===== src/rtl/status_flags.sv =====
module status_flags (
  input  logic       clk,
  input  logic       rst_n,
  input  logic [3:0] op_class,
  input  logic       alu_n,
  input  logic       alu_v,
  input  logic       alu_z,
  input  logic       alu_c,
  input  logic       restore_en,
  input  logic [7:0] restore_byte,
  input  logic       int_entry,
  input  logic       int_is_brk,
  input  logic       irq_req,
  input  logic       nmi_req,
  output logic [7:0] status,
  output logic [7:0] push_byte,
  output logic       irq_masked,
  output logic       int_pass
);
  localparam logic [3:0] CL_NZ    = 4'd1;
  localparam logic [3:0] CL_ARITH = 4'd2;
  localparam logic [3:0] CL_SHCMP = 4'd3;
  localparam logic [3:0] CL_BITM  = 4'd4;
  localparam logic [3:0] CL_ZONLY = 4'd5;
  localparam logic [3:0] CL_CLC   = 4'd6;
  localparam logic [3:0] CL_SEC   = 4'd7;
  localparam logic [3:0] CL_CLV   = 4'd8;
  localparam logic [3:0] CL_CLI   = 4'd9;
  localparam logic [3:0] CL_SEI   = 4'd10;
  localparam logic [3:0] CL_CLD   = 4'd11;
  localparam logic [3:0] CL_SED   = 4'd12;

  logic f_n, f_v, f_d, f_i, f_z, f_c;
  logic n_nx, v_nx, d_nx, i_nx, z_nx, c_nx;
  logic we_n, we_z, we_v, we_c;

  assign we_n = (op_class == CL_NZ) || (op_class == CL_ARITH) ||
                (op_class == CL_SHCMP) || (op_class == CL_BITM);
  assign we_z = we_n || (op_class == CL_ZONLY);
  assign we_v = (op_class == CL_ARITH) || (op_class == CL_BITM);
  assign we_c = (op_class == CL_ARITH) || (op_class == CL_SHCMP);

  assign n_nx = we_n ? alu_n : f_n;
  assign z_nx = we_z ? alu_z : f_z;
  assign v_nx = we_v ? alu_v : (op_class == CL_CLV) ? 1'b0 : f_v;
  assign c_nx = we_c ? alu_c :
                (op_class == CL_CLC) ? 1'b0 :
                (op_class == CL_SEC) ? 1'b1 : f_c;

  always_comb begin
    d_nx = f_d;
    i_nx = f_i;
    if (op_class == CL_CLD) d_nx = 1'b0;
    if (op_class == CL_SED) d_nx = 1'b1;
    if (op_class == CL_CLI) i_nx = 1'b0;
    if (op_class == CL_SEI) i_nx = 1'b1;
    if (int_entry) begin
      d_nx = 1'b0;
      i_nx = 1'b1;
    end
  end

  always_ff @(posedge clk) begin
    if (!rst_n) begin
      {f_n, f_v, f_d, f_i, f_z, f_c} <= 6'b000100;
    end else if (restore_en) begin
      {f_n, f_v} <= restore_byte[7:6];
      {f_d, f_i, f_z, f_c} <= restore_byte[3:0];
    end else begin
      {f_n, f_v, f_d, f_i, f_z, f_c} <= {n_nx, v_nx, d_nx, i_nx, z_nx, c_nx};
    end
  end

  assign status     = {f_n, f_v, 1'b1, 1'b1, f_d, f_i, f_z, f_c};
  assign push_byte  = {f_n, f_v, 1'b1, int_entry ? int_is_brk : 1'b1, f_d, f_i, f_z, f_c};
  assign irq_masked = f_i;
  assign int_pass   = nmi_req | (irq_req & ~f_i);
endmodule



===== config.mk =====
export PLATFORM = sky130hd
export DESIGN_NAME = status_flags
export DESIGN_NICKNAME = d
export VERILOG_FILES = /design/src/rtl/status_flags.sv
export SDC_FILE = /design/constraint.sdc
export NUM_CORES = 1
export LEC_CHECK = 0
export ABC_AREA = 1
export BUFFER_PORTS_ARGS = -buffer_cell sky130_fd_sc_hd__buf_2
export CAP_MARGIN = 0
export CELL_PAD_IN_SITES_DETAIL_PLACEMENT = 1
export CELL_PAD_IN_SITES_GLOBAL_PLACEMENT = 1
export CORE_MARGIN = 1
export CORE_UTILIZATION = 27
export CTS_CLUSTER_DIAMETER = 200
export DETAILED_ROUTE_END_ITERATION = 6
export PLACE_DENSITY_LB_ADDON = 0.2
export SLEW_MARGIN = 20
export SYNTH_ARGS = -nofsm -noshare
export SYNTH_HDL_FRONTEND = slang
export SYNTH_SLANG_ARGS = --single-unit

===== constraint.sdc =====
create_clock -name clk -period 1 [get_ports clk]
set_input_delay 0.1 -clock clk [delete_from_list [all_inputs] [get_ports clk]]
set_output_delay 0.1 -clock clk [all_outputs]
set_load 0.02 [all_outputs]

Yosys cells after proc, flatten, opt, wreduce, memory -nomap -nowiden
Index checks and enable logic that the tools add are counted.
W data, S select, Z words.
{"block": "op_classes", "mux": 20, "n_eq_ne": 12, "n_reduce_logical": 12, "n_bitwise": 3}
{"operator": "$eq A4 B4 Y1 const B", "n": 5}
{"operator": "$mux W1", "n": 20}
{"operator": "$eq A4 B3 Y1 const B", "n": 4}
{"operator": "$reduce_bool A4 Y1", "n": 3}
{"operator": "$eq A4 B2 Y1 const B", "n": 2}
{"operator": "$logic_or A1 B1 Y1", "n": 6}
{"operator": "$eq A4 B1 Y1 const B", "n": 1}
{"operator": "$reduce_bool A2 Y1", "n": 2}
{"operator": "$reduce_bool A3 Y1", "n": 1}
{"operator": "$and A1 B1 Y1", "n": 1}
{"operator": "$not A1 Y1", "n": 1}
{"operator": "$or A1 B1 Y1", "n": 1}
{"block": "totals", "out_inout_bits": 18, "register_bits": 6, "in_bits": 23, "wordCells": 53}

Depth between registers and ports, before layout
Gate-level depths: netlist of the first run.
{"block": "depth", "depth_word": 7, "depth_mapped": 8, "ltp_nobuf": 8}

Worst setup path after synthesis of the first run
Ideal clock, no wire load.
{"block": "synth_timing", "kind": "reg-to-output", "startpoint": "register f_i, in the netlist irq_masked", "endpoint": "output int_pass", "arrival_time_ps": 765, "required_ps": 900, "slack_ps": 135, "path_buffers": 0, "stages_incl_launch_ff": 2, "path_cell_list": "dfxtp_1 o21bai_1"}
{"block": "synth_between", "elab_chain_cells": 3}
{"element": "start, declared", "line_no": "33", "text": "logic f_n, f_v, f_d, f_i, f_z, f_c;"}
{"element": "start signal, assigned", "line_no": "68", "text": "{f_d, f_i, f_z, f_c} <= restore_byte[3:0];"}
{"element": "start signal, assigned", "line_no": "70", "text": "{f_n, f_v, f_d, f_i, f_z, f_c} <= {n_nx, v_nx, d_nx, i_nx, z_nx, c_nx};"}
{"element": "$not A1 Y1", "line_no": "77", "text": "assign int_pass = nmi_req | (irq_req & ~f_i);"}
{"element": "$and A1 B1 Y1", "line_no": "77"}
{"element": "$or A1 B1 Y1", "line_no": "77"}
{"element": "end, declared", "line_no": "18", "text": "output logic int_pass"}
No other way between the ends.

Worst setup path in the final report of the first run
Ends and elaborated chain as after synthesis.

==> results of run 1 <==
## power breakdown
part | switching [mW] | internal [mW]
Clock | 0.110 | 0.137
Sequential | 0.0125 | 0.259
Combinational | 0.183 | 0.102
## per-layer routing
layer	part of all wire	wire length, µm
met5	0	0
met3	0.043	65
met4	0.022	34
met2	0.45	690
met1	0.48	726
## final timing paths
check | start | endpoint
hold reg to reg | f_z | f_z
setup reg to reg | f_c | f_c
setup / recovery | irq_masked | int_pass
hold / removal | restore_byte[2] | irq_masked
## Yosys cell counts, drive strengths merged
master,n,share of area
a21oi,4,0.034
buf,16,0.20
conb,1,0.0063
dfxtp,6,0.20
inv,11,0.070
nand2,21,0.15
nand3,5,0.042
nand4,2,0.021
nor2,23,0.18
o211ai,1,0.013
o21ai,8,0.068
o21bai,1,0.013
## logic make-up after synthesis
| logic type | Yosys count |
|---|---|
| simple gates | 51 |
| other cells | 1 |
| compound gates | 14 |
| flops | 6 |
| buf+inv | 27 |
## worst max-delay path, stage by stage, from the launching register on
cell and delay, ns:
dfxtp_2 0.33, o21bai_1 0.13, buf_4 0.15
## registers in the layout (all words and copies together), names as in the netlist
signal / count
f_c: 1
f_d: 1
f_n: 1
f_v: 1
f_z: 1
irq_masked: 1
## cell type report
| cell class | count | share of cell area |
|---|---|---|
| sequential | 6 | 0.1696 |
| clock buffer | 3 | 0.03147 |
| tap | 27 | 0.04720 |
| multi-input combinational | 68 | 0.4458 |
| timing repair buffer | 35 | 0.2483 |
| inverter | 11 | 0.05769 |
## through the flow
step                      power (mW)  instance area [µm²]  hold WS (ns)  utilization  cells
after CTS                     0.8128                715.7       0.07068       0.3540    150
after floorplan               0.5064                600.6        0.1986            -    101
after detailed placement      0.5640                689.4        0.3389       0.3410    147
final                         0.8039                715.7       0.06293       0.3540    150
after global routing          0.8514                715.7       0.07727       0.3540    150
after global placement        0.5573                689.4        0.3308       0.3410    147
## timing repair
action | 4_1_cts | 5_1_grt
resized for setup | 2 | 0
endpoints found under the setup margin | 1 | 0
hold buffers | 0 | 0
==> summary.txt, run 1 <==
Global route
  – Largest net degree at the start of global routing: 10
  – GR Util met3: 0.01246
  – First-pass GRT wire length: 2.408 mm
  – GRT met1 Usage: 0.1557
  – Vias in the first global route: 574
  – Total global-route track usage: 0.1319
  – Top Usage Layer GRT: met2
  – Met2 Use GR: 0.2176
  – GR Overflow Total: 0
  – Initial antenna violation count: 0

STA
  – RSZ-0062 raised after global routing: false
  – Max Slew Vio Count: 0
  – Final Hold Viols: 0
  – Period utilization: 0.9807
  – Clock Skew: 0 ns
  – Worst setup margin: 0.01926 ns
  – Min Tclk post-route: 0.9807 ns
  – Setup_tns: 0 ns
  – Final Setup Violations: 0
  – F_max: 1020 MHz

Logic synthesis
  – Synth Register Bits: 6
  – Synth warn: 0
  – Sequential-to-total area share from yosys stat: 0.2025
  – Multiplexer area fraction after synthesis: 0
  – Cells after Synth: 99
  – Synth Area in Simple Gates: 0.3924
  – Distinct cells, synth: 17
  – Largest family of logic cells by synthesized area: simple AND/OR/NAND/NOR gates
  – Mapped Area: 593.1 µm²
  – XOR/XNOR Fraction of Synth Area: 0
  – Complex-gate fraction of the synthesized area: 0.1266
  – Post-synthesis adder-cell area fraction: 0
  – Syn Area/Cell: 5.991 µm²

Die
  – Initial Utilization: 0.2933
  – Rows: 16
  – Die Height: 48.87 µm
  – Die area: 2388 µm²
  – Total core area: 2022 µm²
  – I/O pins: 41
  – Die W: 48.87 µm

Clocking
  – Clk_lat worst skew: 0.26 ns
  – Clock buffer depth: 2
  – Clk sink count: 6
  – Htree depth: 1
  – Setup Buffers After CTS: 0
  – CTS tree: done
  – Root buf cell: clkbuf_4
  – Clock Pin Slew Worst Setup and Hold Paths: 0.05 ns
  – Num CTS Buffers: 3

Cells and area
  – Layout net count: 148
  – Area of the multi-input gates: 319.1 µm²
  – ANT cells: 0
  – Register area: 121.4 µm²
  – Share of layout cells above drive strength 1: 0.4309
  – # fillers: 291
  – Most frequent cells in the layout: buf_2 (34), nand2_1 (17), nor2_1 (17), inv_1 (7)
  – Area grow syn2layout: 20.67%
  – Commonest non-fill, non-tap cell in the layout: buf_2

Power and ir drop
  – VDD IR max: 0.3243 mV
  – Leak Pwr: 0.3938 nW
  – PD cells: 1123 nW/µm²

Placement
  – DP HPWL: 1.271 mm
  – Pre-CTS setup slack: 0.06732 ns
  – Port-buffer cells: 35
  – Placer Congestion: 0.7422

Worst setup path
  – Critical path class: reg2out
  – Worst path arrival time: 0.88 ns
  – Endpoint class of the critical path: output port
  – FF-to-FF setup slack: 0.34 ns
  – Worst r2r path cells: 2
  – Worst setup SP type: register
  – WP data required: 0.90 ns
  – Worst-path fanout max: 5

Detailed routing
  – Pre-Repair DR Iteration Count: 4
  – DR iter-0 viols: 3
  – Drt wl/cell: 10.11 µm
  – Routed Antenna Nets: 0
  – Drt total wl: 1.517 mm
  – Vias per cell: 4.353
  – # DRC: 0
  – Vias: 653

Flow run
  – Max-cap violations: 0

Outcome
  – Status: completed

Worst hold path
  – Worst Hold Path Cells: 3
  – Hold Path Class: in2reg
Note: power is estimated with default switching activity, not from simulation.
==> inputs of run 2 (changes only) <==
--- a/config.mk
+++ b/config.mk
@@ -15,6 +15,7 @@
 export CTS_CLUSTER_DIAMETER = 200
 export DETAILED_ROUTE_END_ITERATION = 6
 export PLACE_DENSITY_LB_ADDON = 0.2
+export SETUP_SLACK_MARGIN = 0.1
 export SLEW_MARGIN = 20
 export SYNTH_ARGS = -nofsm -noshare
 export SYNTH_HDL_FRONTEND = slang
==> summary.txt, run 2 (synthesized netlist as in run 1, its figures left out) <==
Cells and area
  – ANT cells: 0 (unchanged)
  – Share of layout cells above drive strength 1: 0.4309 (unchanged)
  – Layout Cells excl Fill: 150 (unchanged)
  – Most frequent cells in the layout: buf_2 (28), nand2_1 (17), nor2_1 (17), inv_1 (7), buf_4 (7)
  – Area grow syn2layout: 23.21%
  – Layout net count: 148 (unchanged)
  – Commonest non-fill, non-tap cell in the layout: buf_2

Detailed routing
  – Vias per cell: 4.353 (unchanged)
  – DR iter-0 viols: 3 (unchanged)
  – Vias: 653 (unchanged)
  – Drt wl/cell: 10.12 µm (about the same)
  – Drt total wl: 1.518 mm (about the same)
  – Routed Antenna Nets: 0 (unchanged)
  – Pre-Repair DR Iteration Count: 4 (unchanged)
  – # DRC: 0 (unchanged)

Worst setup path
  – Worst path arrival time: 0.87 ns (about the same)
  – Worst setup SP type: register
  – Critical path class: reg2out
  – Endpoint class of the critical path: output port
  – WP data required: 0.90 ns (about the same)
  – Worst-path fanout max: 5 (unchanged)

STA
  – F_max: 1036 MHz (+1.6%)
  – RSZ-0062 raised after global routing: true
  – Final Hold Viols: 0 (unchanged)
  – Setup_tns: 0 ns (unchanged)
  – Final Setup Violations: 0 (unchanged)
  – Min Tclk post-route: 0.9655 ns (-0.01526 ns)
  – Period utilization: 0.9655 (-0.01526)
  – Hold_ws: 0.06290 ns (-0.00003020 ns)
  – Clock Skew: 0 ns (unchanged)
  – Max Slew Vio Count: 0 (unchanged)

Clocking
  – Clock Pin Slew Worst Setup and Hold Paths: 0.05 ns (about the same)
  – Root buf cell: clkbuf_4
  – Htree depth: 1 (unchanged)
  – Clock buffer depth: 2 (unchanged)
  – # hold bufs at CTS: 0 (unchanged)
  – Setup Buffers After CTS: 0 (unchanged)
  – CTS tree: done
  – Num CTS Buffers: 3 (unchanged)
  – Clk_lat worst skew: 0.26 ns (about the same)
  – Clk sink count: 6 (unchanged)

Worst hold path
  – Hold Path Class: in2reg

Placement
  – Placer Congestion: 0.7422 (unchanged)
  – DP HPWL: 1.271 mm (unchanged)
  – Port-buffer cells: 35 (unchanged)
  – Placed Instances: 147 (unchanged)

Flow run
  – Max-cap violations: 0 (unchanged)

Die
  – Die area: 2388 µm² (unchanged)
  – Die Height: 48.87 µm (unchanged)
  – Initial Utilization: 0.2933 (unchanged)
  – Rows: 16 (unchanged)
  – Total core area: 2022 µm² (unchanged)
  – I/O pins: 41 (unchanged)
  – Die W: 48.87 µm (unchanged)

Power and ir drop
  – VDD IR max: 0.3295 mV (+1.6%)
  – PD cells: 1114 nW/µm² (-0.79%)
  – Total power draw: 0.8143 mW (+1.3%)
  – Leak Pwr: 0.3956 nW (+0.44%)

Global route
  – Initial antenna violation count: 0 (unchanged)
  – GR Overflow Total: 0 (unchanged)
  – Vias in the first global route: 574 (unchanged)
  – Largest net degree at the start of global routing: 10 (unchanged)
  – First-pass GRT wire length: 2.408 mm (unchanged)
  – Total global-route track usage: 0.1319 (unchanged)

Outcome
  – Status: completed
-- run 2: cell count changes in the layout (fill, tap and decap cells not counted) --
cell / before / now
buf_2: 34 / 28
buf_4: 1 / 7
-- run 2: per-stage QoR --
stage | worst slack, ns | area, µm² | utilization
after floorplan | 0.1351 | 600.6 | -
after global placement | 0.03606 | 689.4 | 0.3410
after detailed placement | 0.06732 | 689.4 | 0.3410
after CTS | 0.02615 | 715.7 | 0.3540
after global routing | 0.01730 | 730.7 | 0.3614
final | 0.03452 | 730.7 | 0.3614
-- run 2: layout make-up --
type | instances | area [µm²]
fill | 286 | 1291
multi-input combinational | 68 | 319.1
timing repair buffer | 35 | 192.7
sequential | 6 | 121.4
inverter | 11 | 41.29
tap | 27 | 33.78
clock buffer | 3 | 22.52
-- run 2: where the power goes --
| part | switching (mW) | total, mW | internal (mW) |
|---|---|---|---|
| Combinational | 0.183 | 0.295 | 0.112 |
| Sequential | 0.0135 | 0.273 | 0.259 |
| Clock | 0.110 | 0.247 | 0.137 |
-- run 2: worst paths after layout --
path                end  slack, ns  cells after the start       startpoint
max            int_pass       0.03                      2       irq_masked
min          irq_masked       0.06                      3  restore_byte[2]
max reg2reg         f_c       0.34                      2              f_c
min reg2reg         f_n       0.50                      2              f_n
-- run 2: timing repair --
item / CTS / global route
endpoints found under the setup margin: 4 / 7
pin swaps: 1 / 0
gates resized for setup: 2 / 6
hold endpoints to repair: 0 / 0
-- run 2: worst max-delay path: stages (launching register included) --
cell      delay, ns
dfxtp_2        0.33
o21bai_1       0.12
buf_4          0.15
-- run 2: routing by layer --
metal  wire, µm  up-vias  track usage
met5          0        -            0
met4         34        0       0.1029
met3         65        3      0.01246
met2        691       25       0.2176
met1        726      282       0.1557
li1           -      343            -
==> inputs of run 3 (changes only) <==
--- a/config.mk
+++ b/config.mk
@@ -5,7 +5,6 @@
 export SDC_FILE = /design/constraint.sdc
 export NUM_CORES = 1
 export LEC_CHECK = 0
-export ABC_AREA = 1
 export BUFFER_PORTS_ARGS = -buffer_cell sky130_fd_sc_hd__buf_2
 export CAP_MARGIN = 0
 export CELL_PAD_IN_SITES_DETAIL_PLACEMENT = 1
==> summary.txt, run 3 <==
Detailed routing
  – Pre-Repair DR Iteration Count: 2 (-2)
  – # DRC: 0 (unchanged)
  – Routed Antenna Nets: 0 (unchanged)
  – Drt total wl: 1.581 mm (+4.2%)
  – DR iter-0 viols: 1 (-2)
  – Drt wl/cell: 12.45 µm (+23%)
  – Vias per cell: 4.795 (+10%)
  – Vias: 609 (-6.7%)

Logic synthesis
  – Synth warn: 0 (unchanged)
  – Biggest area consumer among synthesized cells: dfxtp_1
  – Synth Register Bits: 6 (unchanged)
  – EDFF count, synth: 0 (unchanged)
  – Synth async-reset ratio: 0 (unchanged)
  – Sequential-to-total area share from yosys stat: 0.2217 (+0.01918)
  – Post-synth top area share: 0.2217 (+0.01918)
  – Post-synth top cells: buf_4 (15), a21oi_1 (6), dfxtp_1 (6)
  – Cells after Synth: 73 (-26%)
  – Mapped Area: 541.8 µm² (-8.6%)
  – Top_reg_cell synth: dfxtp_1
  – Syn Area/Cell: 7.422 µm² (+24%)
  – Top-count cell post-synth: buf_4
  – Top cells by area, synth: dfxtp_1 (22%), buf_4 (21%), a21oi_1 (5.5%)
  – Distinct cells, synth: 30 (+13)

Worst setup path
  – Crit-path cells: inv_2, a21o_1, buf_6
  – CP peak stage delay: 0.35 ns (+0.02 ns)
  – Endpoint class of the critical path: output port
  – Worst setup SP type: register
  – Worst r2r path cells: 4 (+2)
  – Critical path class: reg2out
  – Buf/Inv on CP: 2 (+1)
  – Worst path arrival time: 0.90 ns (+0.03 ns)
  – Worst-path fanout max: 3 (-2)
  – Critical-path top delay cell: dfxtp_4
  – Critical path depth: 3 (+1)
  – WP data required: 0.90 ns (about the same)
  – Crit-path leading delay family: flip-flops

Clocking
  – CTS tree: done
  – Clk sink count: 6 (unchanged)
  – Clk_lat worst skew: 0.24 ns (-0.02 ns)
  – Clock Pin Slew Worst Setup and Hold Paths: 0.05 ns (about the same)
  – Htree depth: 1 (unchanged)
  – Num CTS Buffers: 3 (unchanged)
  – Clock buffer depth: 2 (unchanged)
  – Root buf cell: clkbuf_4

STA
  – Period utilization: 0.9961 (+0.03064)
  – F_max: 1004 MHz (-3.1%)
  – RSZ-0062 raised after global routing: true
  – Clock Skew: 0 ns (unchanged)
  – Final Hold Viols: 0 (unchanged)
  – Max Slew Vio Count: 0 (unchanged)
  – Worst setup margin: 0.003874 ns (-0.03064 ns)
  – Final Setup Violations: 0 (unchanged)
  – Min Tclk post-route: 0.9961 ns (+0.03064 ns)

Die
  – I/O pins: 41 (unchanged)
  – Rows: 15 (-1)
  – Total core area: 1802 µm² (-11%)
  – Die W: 46.80 µm (-4.2%)
  – Die Height: 46.80 µm (-4.2%)
  – Die area: 2190 µm² (-8.3%)
  – Initial Utilization: 0.3007 (+0.007378)

Cells and area
  – ANT cells: 0 (unchanged)
  – Share of layout cells above drive strength 1: 0.5686 (+0.1377)
  – Area grow syn2layout: 48.27%
  – Commonest non-fill, non-tap cell in the layout: buf_2
  – Most frequent cells in the layout: buf_2 (25), buf_4 (14), a21oi_1 (5), nand2_1 (4), buf_6 (4)
  – # fillers: 251 (-12%)
  – Cell area after layout: 803.3 µm² (+9.9%)
  – Layout net count: 127 (-14%)

Global route
  – Vias in the first global route: 583 (+1.6%)
  – Total global-route track usage: 0.1688 (+0.03693)
  – Initial antenna violation count: 0 (unchanged)
  – GR Overflow Total: 0 (unchanged)
  – Largest net degree at the start of global routing: 11 (+1)
  – First-pass GRT wire length: 2.532 mm (+5.1%)

Placement
  – Pre-CTS setup slack: -0.09890 ns (-0.1662 ns)
  – DP HPWL: 1.242 mm (-2.3%)
  – Placer Congestion: 0.7473 (+0.69%)
  – Port-buffer cells: 35 (unchanged)
  – Placed Area: 675.6 µm² (-2.0%)

Outcome
  – Status: completed

Worst hold path
  – Hold Path Class: in2reg
  – Worst Hold Path Cells: 2 (-1)

Flow run
  – Max-cap violations: 0 (unchanged)

Power and ir drop
  – Leak Pwr: 0.3986 nW (+0.77%)
  – VDD IR max: 0.5618 mV (+71%)
  – PD cells: 1031 nW/µm² (-7.5%)
## run 3: worst paths after layout
| check | startpoint | end | slack [ns] |
|---|---|---|---|
| worst max-delay path | irq_masked | int_pass | 0.004 |
| worst min-delay path | restore_byte[2] | irq_masked | 0.09 |
| worst max register to register | irq_masked | irq_masked | 0.10 |
| worst min register to register | f_v | f_v | 0.51 |
## run 3: through the flow
stage	util	hold slack (ns)	power, mW	std cells	TNS [ns]
final	0.4458	0.08637	0.8280	127	0
after global routing	0.4458	0.07406	0.8955	127	-0.05749
after CTS	0.4111	0.07852	0.8124	127	-0.01166
after detailed placement	0.3750	0.3401	0.5560	123	-0.4085
after global placement	0.3750	0.3296	0.5479	123	-0.2849
after floorplan	-	0.2383	0.4966	75	-0.01441
## run 3: power by group
group | internal (mW) | total [mW] | switching [mW]
Sequential | 0.257 | 0.271 | 0.0148
Clock | 0.136 | 0.226 | 0.0897
Combinational | 0.161 | 0.331 | 0.170
Total | 0.554 | 0.828 | 0.274
## run 3: worst register-to-register path, cell delays in order, from the launching register on
cell     delay [ns]
dfxtp_4        0.34
buf_4          0.15
a21oi_2        0.10
a21oi_1        0.05
o22a_1         0.15
## run 3: cell families (layout without fill, tap and decap cells)
| group | after synthesis | after routing | share of synthesized area |
|---|---|---|---|
| AO/OA/AOI/OAI | 22 | 22 | 0.2656 |
| XOR/XNOR | 1 | 1 | 0.01617 |
| buffers and inverters | 24 | 51 | 0.2887 |
| flip-flops | 6 | 6 | 0.2217 |
| multiplexers | 2 | 2 | 0.03695 |
| other | 1 | 3 | 0.006922 |
| AND/OR/NAND/NOR | 17 | 17 | 0.1640 |
## run 3: timing repair
action / in CTS / in global routing
pin swaps: 3 / 7
setup endpoints to repair: 4 / 13
buffers inserted: 1 / 0
endpoints found under the hold margin: 0 / 0
resized for setup: 14 / 19
hold buffers: 0 / 0
## run 3: per-layer routing
metal | GRT usage | vias up | part of all wire
li1 | - | 296 | -
met1 | 0.2014 | 289 | 0.41
met2 | 0.2861 | 22 | 0.53
met3 | 0.05769 | 2 | 0.056
met4 | 0.05143 | 0 | 0.0082
met5 | 0 | - | 0
## run 3: cell type report
type                    count  area [µm²]  area share
clock buffers               3       22.52     0.02804
inverters                   4       15.01     0.01869
multi-input cells          45       309.0      0.3847
flip-flops and latches      6       130.1      0.1620
well taps                  25       31.28     0.03894
repair buffers             44       295.3      0.3676
